[config.mk]
export PLATFORM = sky130hd
export DESIGN_NAME = flag_offset_loader
export DESIGN_NICKNAME = d
export VERILOG_FILES = /design/src/rtl/flag_offset_loader.sv
export SDC_FILE = /design/constraint.sdc
export NUM_CORES = 1
export LEC_CHECK = 0
export ABC_AREA = 1
export BUFFER_PORTS_ARGS = -buffer_cell sky130_fd_sc_hd__buf_4
export CAP_MARGIN = 20
export CORE_MARGIN = 8
export CORE_UTILIZATION = 50
export DETAILED_ROUTE_END_ITERATION = 10
export PLACE_DENSITY_LB_ADDON = 0.1
export SLEW_MARGIN = 20
export SYNTH_ARGS = -nofsm -noshare
export SYNTH_HDL_FRONTEND = slang
export SYNTH_SLANG_ARGS = --single-unit
[constraint.sdc]
create_clock -name clk -period 2.6 [get_ports clk]
set_input_delay 0.52 -clock clk [delete_from_list [all_inputs] [get_ports clk]]
set_output_delay 0.52 -clock clk [all_outputs]
set_load 0.01 [all_outputs]
[src/rtl/flag_offset_loader.sv]
module flag_offset_loader #(
  parameter int OFS_W = 10,
  parameter logic [OFS_W-1:0] DEF_PAR = 'h07F,
  parameter logic [OFS_W-1:0] DEF_SER = 'h3FF
) (
  input  logic             clk,
  input  logic             mrst_n,
  input  logic             prst_n,
  input  logic             load_sel,
  input  logic             mode_si,
  input  logic             ser_en,
  input  logic             pwr_en,
  input  logic [OFS_W-1:0] din,
  input  logic             rd_en,
  output logic [OFS_W-1:0] dout,
  output logic [OFS_W-1:0] ae_ofs,
  output logic [OFS_W-1:0] af_ofs,
  output logic             fwft_mode
);
  localparam int SH_W  = 2 * OFS_W;
  localparam int CNT_W = $clog2(SH_W);

  logic             ser_method;
  logic [SH_W-1:0]  shreg;
  logic [CNT_W-1:0] bit_cnt;
  logic             wsel, rsel;

  wire [SH_W-1:0] sh_next  = {mode_si, shreg[SH_W-1:1]};
  wire            ser_go   = ser_method & ser_en;
  wire            ser_last = ser_go && (bit_cnt == CNT_W'(SH_W - 1));
  wire            par_go   = ~ser_method & pwr_en;

  always_ff @(posedge clk) begin
    if (!mrst_n) begin
      ser_method <= load_sel;
      ae_ofs     <= load_sel ? DEF_SER : DEF_PAR;
      af_ofs     <= load_sel ? DEF_SER : DEF_PAR;
      fwft_mode  <= mode_si;
      shreg      <= '0;
      bit_cnt    <= '0;
      wsel       <= 1'b0;
      rsel       <= 1'b0;
      dout       <= '0;
    end else if (!prst_n) begin
      shreg   <= '0;
      bit_cnt <= '0;
      wsel    <= 1'b0;
      rsel    <= 1'b0;
    end else begin
      if (ser_go) begin
        shreg   <= sh_next;
        bit_cnt <= ser_last ? '0 : bit_cnt + 1'b1;
      end
      if (ser_last) begin
        ae_ofs <= sh_next[OFS_W-1:0];
        af_ofs <= sh_next[SH_W-1:OFS_W];
      end
      if (par_go) begin
        wsel <= ~wsel;
        if (wsel) af_ofs <= din;
        else      ae_ofs <= din;
      end
      if (rd_en) begin
        rsel <= ~rsel;
        dout <= rsel ? af_ofs : ae_ofs;
      end
    end
  end
endmodule

==> flow_summary.json, run 1 <==
{
  "synth_compound_area_share_pct": 17.3,
  "finalMaxSlewViolations": 0,
  "postCtsSetupBuffers": 0,
  "htreeDepth": 3,
  "vias": 2418,
  "synth_top_area_share_pct": 26.0,
  "rsz0062_at_grt": "false",
  "hold_depth": 1,
  "finalSetupViolations": 0,
  "ir_drop_uv": 452,
  "tightest_slew_ns": 0.494,
  "multi_input_area_sq_um": 1070,
  "yosys.area_share.simple_pct": 20.2,
  "critical_path_required_ns": 2.69,
  "drive_above_1_share_pct": 19.0,
  "clockBufferDepth": 2,
  "start_util_pct": 51.0,
  "numCtsBuffers": 9,
  "fin_crit_ns": 1.74,
  "clkTransAtPathRegs_ns": 0.07,
  "syn_nets": 369,
  "dieArea_sq_um": 8180,
  "startpoint_type": "flip-flop",
  "postLayoutCellArea_sq_um": 3390,
  "finalHoldViolations": 0,
  "antenna_found_initial": 0,
  "async_flop_share_pct": 0,
  "dp_slack_ns": 0.629,
  "arrival_ns": 1.83,
  "timing.rr.end": "af_ofs[2]",
  "ys_seq_elements": 58,
  "post-route-drc-count": 0,
  "synth-edff-count": 22,
  "syn_to_final_growth_pct": 22.3,
  "power.density_nw_per_um2": 672,
  "grt_pass1_wl_mm": 10.8,
  "grt_max_degree": 22,
  "status": "complete, no violations",
  "slew_headroom_pct": 67.0,
  "yosysWarnings": 0,
  "antenna_left": 0,
  "crit_type": "flip-flop to flip-flop",
  "hpwl_mm": 4.78,
  "synth.area.mux_share_pct": 0,
  "clock-sinks": 58,
  "root_buffer": "clkbuf_8",
  "antennaDiodeCount": 0,
  "ys_top_cells_by_area": "dfxtp_1 26%, edfxtp_1 24%, nand2_1 8.7%",
  "timing.rr.start": "ser_method",
  "synth_area_sq_um": 2770,
  "insertion_delay_ns": 0.34,
  "first_pass_iters": 4,
  "clock_skew_ns": 0.0113,
  "end_kind": "flip-flop",
  "ctsResizeCount": 0,
  "fin_cells": 472,
  "holdCritPathClass": "primary input to flip-flop",
  "cp_max_fo": 12,
  "grtUsageTotal_pct": 16.4,
  "timing.fmax_mhz": 574,
  "io_buffers": 48,
  "worstHoldEndpoint": "ser_method",
  "cap_violations": 0,
  "synth-main-ff-cell": "dfxtp_1",
  "dp_cells": 456,
  "wl_mm": 6.48,
  "fp-row-count": 27,
  "core_sq_um": 5440,
  "synth-adder-area-share_pct": 0.451,
  "die_w_um": 90.5,
  "grt_pass1_vias": 2251,
  "ys_seq_area_share_pct": 49.8,
  "hold_start": "load_sel",
  "grt-ovfl-total": 0,
  "p_leak_nw": 1.52,
  "fin_setup_tns_ns": 0,
  "seqCellArea_sq_um": 1380,
  "reg2reg_depth": 6,
  "synth_top_family_by_area": "simple AND/OR/NAND/NOR gates",
  "ys_types": 27,
  "setup_slack_ns": 0.859,
  "fillers": 490,
  "gp_congestion": 0.898,
  "yosysTopAreaCell": "dfxtp_1",
  "num-nets-final": 414,
  "drt_iter0_markers": 218,
  "synthTopCellsByCount": "64 x nand2_1, 56 x inv_1, 42 x a21oi_1",
  "reg2reg_slack_ns": 0.86,
  "routed_via_density": 5.12,
  "holdBufCountCts": 0,
  "synthXorXnorAreaFrac_pct": 0.632,
  "netlist_instances": 350,
  "place_area_sq_um": 3150,
  "ioPinCount": 49,
  "wl_per_cell_um": 13.7,
  "avgSynthCellArea_sq_um": 7.92,
  "die_h_um": 90.5,
  "synth.most_common_cell": "nand2_1",
  "cts_tree": "done",
  "period_share_pct": 67.0
}
-- where the power goes --
part | internal [mW] | switching (mW)
Combinational | 0.104 | 0.135
Sequential | 0.994 | 0.0318
Clock | 0.660 | 0.355
-- registers in the layout (all words and copies together), names as in the netlist --
name        count
ae_ofs         10
af_ofs         10
bit_cnt         5
dout           10
fwft_mode       1
rsel            1
ser_method      1
shreg          19
wsel            1
-- kinds of logic (layout without fill, tap and decap cells) --
logic type / count (synthesis) / count (layout)
AO/OA/AOI/OAI: 88 / 88
AND/OR/NAND/NOR: 124 / 124
flip-flops: 58 / 58
adder cells (fa/ha/maj): 1 / 1
XOR/XNOR: 2 / 2
buffers and inverters: 77 / 127
-- critical path, stage by stage, from the launching register on --
cell      delay (ns)
edfxtp_1        0.47
nor2_1          0.20
inv_2           0.06
nor2_2          0.38
inv_2           0.18
nand3_1         0.13
nand3_1         0.07
-- how the worst max path moves through the flow --
stage               startpoint        end  slack [ns]  cells past startpoint
floorplan               mrst_n  ae_ofs[0]        0.89                      4
global placement        mrst_n  ae_ofs[3]        0.64                      3
detailed placement      mrst_n  ae_ofs[3]        0.63                      3
CTS                 ser_method  af_ofs[0]        0.86                      6
global route        ser_method  af_ofs[6]        0.69                      6
finish              ser_method  af_ofs[2]        0.86                      6
-- cells in the final DEF (no fill, tap or decap), drive strengths merged --
cell | synthesis | layout
o211ai | 10 | 10
inv | 59 | 59
nor3 | 2 | 2
nand2 | 66 | 66
nor3b | 1 | 1
or2 | 1 | 1
dfxtp | 36 | 36
a21oi | 42 | 42
clkbuf | 6 | 11
clkinv | 2 | 3
buf | 10 | 50
nand3 | 35 | 35
o21ai | 30 | 30
bufinv | 0 | 3
o21bai | 6 | 6
edfxtp | 22 | 22
clkinvlp | 0 | 1
nor2 | 19 | 19
ha | 1 | 1
xnor2 | 2 | 2
-- final cells by class --
cell class	count	area share [%]
Sequential cell	58	40.7
Multi-Input combinational cell	215	31.6
Clock buffer	11	4.17
Inverter	61	6.79
Tap cell	72	2.66
Clock inverter	5	2.99
Timing Repair Buffer	50	11.1
-- metrics by stage --
stage                     hold slack (ns)  util, %  power, mW
after floorplan                     0.429        -       1.18
after global placement              0.443     57.9       1.28
after detailed placement            0.450     57.9       1.29
after CTS                           0.353     62.3       2.30
after global routing                0.354     62.3       2.38
final                               0.367     62.3       2.28
-- layer usage --
metal	up-vias	share of wire, %	track usage (%)
met2	70	45	24.4
met5	-	0	0
li1	1237	-	-
met3	8	7.0	5.57
met4	0	1.6	8.04
met1	1103	46	20.8
(Power assumes the default switching activity.)
==> run 2, diff against run 1 <==
Clock period 2.6 ns to 1.8 ns, I/O delays scaled along.
==> run 2 against run 1 <==
Net effect: sequential share of layout area rose by 0.075 points; register-to-register slack got worse by 0.66 ns; setup slack got worse by 0.66 ns; clock-buffer cell count rose by 3; clock skew fell by 0.0049 ns; combinational power rose by 54%; design area fell by 0.18%; maximum frequency rose by 8.4%; critical endpoint is now af_ofs[3].
==> flow_summary.json, run 2 (synthesis gave the netlist of run 1 again) <==
{
  "clock-sinks": 58,
  "rsz0062_at_grt": "false",
  "path_cells": "ha_1 -> nand3_4 -> nor2_4 -> nand2_1 -> nand3_1 -> nand3_1",
  "path_buf_inv": 0,
  "slew_headroom_pct": 67.6,
  "ioPinCount": 49,
  "p_int_mw": 2.21,
  "clkTransAtPathRegs_ns": 0.06,
  "timing.fmax_mhz": 623,
  "post-route-drc-count": 0,
  "syn_to_final_growth_pct": 22.1,
  "cts_tree": "done",
  "drive_above_1_share_pct": 20.1,
  "p_leak_nw": 1.53,
  "die_h_um": 90.5,
  "grt_max_degree": 22,
  "cp_top_family": "simple AND/OR/NAND/NOR gates",
  "tightest_slew_ns": 0.486,
  "clockBufferDepth": 2,
  "routed_via_density": 5.18,
  "fin_crit_ns": 1.61,
  "cpPeakStageDelay_ns": 0.38,
  "fin_util_pct": 62.2,
  "fin_setup_tns_ns": 0,
  "grt_pass1_vias": 2398,
  "end_kind": "flip-flop",
  "critical_path_required_ns": 1.88,
  "clock_skew_ns": 0.00636,
  "cp_slowest_cell": "dfxtp_1",
  "finalHoldViolations": 0,
  "antenna_found_initial": 0,
  "postLayoutCellArea_sq_um": 3380,
  "antennaDiodeCount": 0,
  "start_util_pct": 51.0,
  "wl_per_cell_um": 14.7,
  "wl_mm": 7.05,
  "pwr-share-clk_pct": 37.5,
  "htreeDepth": 3,
  "root_buffer": "clkbuf_8",
  "grtUsageTotal_pct": 18.0,
  "period_share_pct": 89.2,
  "final_cell_mix": "64 x nand2_1, 57 x buf_4, 56 x inv_1",
  "first_pass_iters": 4,
  "grt_pass1_wl_mm": 12.0,
  "mostFrequentLayoutCell": "nand2_1",
  "hpwl_mm": 5.18,
  "power.density_nw_per_um2": 875,
  "num-nets-final": 421,
  "numCtsBuffers": 9,
  "io_buffers": 48,
  "regMostFlops": "shreg",
  "holdBufCountCts": 0,
  "drt_iter0_markers": 156,
  "antenna_left": 0,
  "fp-row-count": 27,
  "holdCritPathClass": "primary input to flip-flop",
  "die_w_um": 90.5,
  "status": "complete, no violations",
  "cp_max_fo": 15,
  "arrival_ns": 1.68,
  "gp_congestion": 0.861,
  "ir_drop_uv": 533,
  "largest_reg_flops": 19,
  "crit_type": "flip-flop to flip-flop",
  "insertion_delay_ns": 0.34,
  "finalMaxSlewViolations": 0,
  "seqPwrFrac_pct": 50.1,
  "grt-ovfl-total": 0,
  "cap_violations": 0,
  "finalSetupViolations": 0,
  "p_comb_share_pct": 12.4,
  "startpoint_type": "flip-flop",
  "switchingPower_mw": 0.748,
  "postCtsSetupBuffers": 0,
  "core_sq_um": 5440,
  "vias": 2481,
  "crit_path_frequent_cell": "nand3_1",
  "dieArea_sq_um": 8180,
  "swShare_pct": 25.3,
  "place_area_sq_um": 3200
}
[run 2: cell count changes in the layout (fill, tap and decap cells not counted), sizes merged]
cell and delta:
buf +7, bufinv -3, clkbuf +3, clkinv +1
clkinvlp -1
[run 2: power by group through the flow]
stage          Combinational [mW]  Sequential, mW  Clock, mW
3_3_place_gp                0.362            1.51          0
5_1_grt                     0.411            1.49       1.19
2_1_floorplan               0.184            1.52          0
3_5_place_dp                0.366            1.51          0
4_1_cts                     0.369            1.48       1.13
6_report                    0.368            1.48       1.11
[run 2: worst reg2reg max path, stage by stage (launching register included)]
cell	delay (ns)
dfxtp_1	0.38
ha_1	0.22
nand3_4	0.16
nor2_4	0.31
nand2_1	0.11
nand3_1	0.10
nand3_1	0.07
[run 2: area by class of cell]
cell class	count	area, sq um
Fill cell	518	2050
Inverter	61	230
Multi-Input combinational cell	215	1070
Tap cell	72	90.1
Clock inverter	2	10.0
Clock buffer	14	174
Sequential cell	58	1380
Timing Repair Buffer	57	428
[run 2: repair_timing]
action                                 CTS  global route
setup endpoints to repair                0             1
gates resized for setup                  0             0
endpoints found under the hold margin    0             0
[run 2: per-layer routing]
layer / part of all wire [%] / track usage, %
met5: 0 / 0
met4: 1.1 / 6.66
met3: 8.0 / 6.48
met2: 46 / 27.6
met1: 45 / 22.5
[run 2: metrics by stage]
stage / hold WS [ns] / power [mW] / setup slack [ns] / std cells
floorplan: 0.429 / 1.70 / 0.246 / 350
global placement: 0.450 / 1.87 / 0.198 / 463
detailed placement: 0.450 / 1.88 / 0.219 / 463
CTS: 0.204 / 2.98 / 0.172 / 479
global route: 0.201 / 3.09 / 0.00974 / 479
finish: 0.215 / 2.96 / 0.195 / 479
[run 2: final timing paths]
| check | depth (start not counted) | startpoint | end | slack [ns] |
|---|---|---|---|---|
| min reg2reg | 2 | shreg[1] | shreg[1] | 0.46 |
| min | 1 | load_sel | ser_method | 0.21 |
| max | 6 | bit_cnt[0] | af_ofs[3] | 0.19 |
| max reg2reg | 6 | bit_cnt[0] | af_ofs[3] | 0.19 |
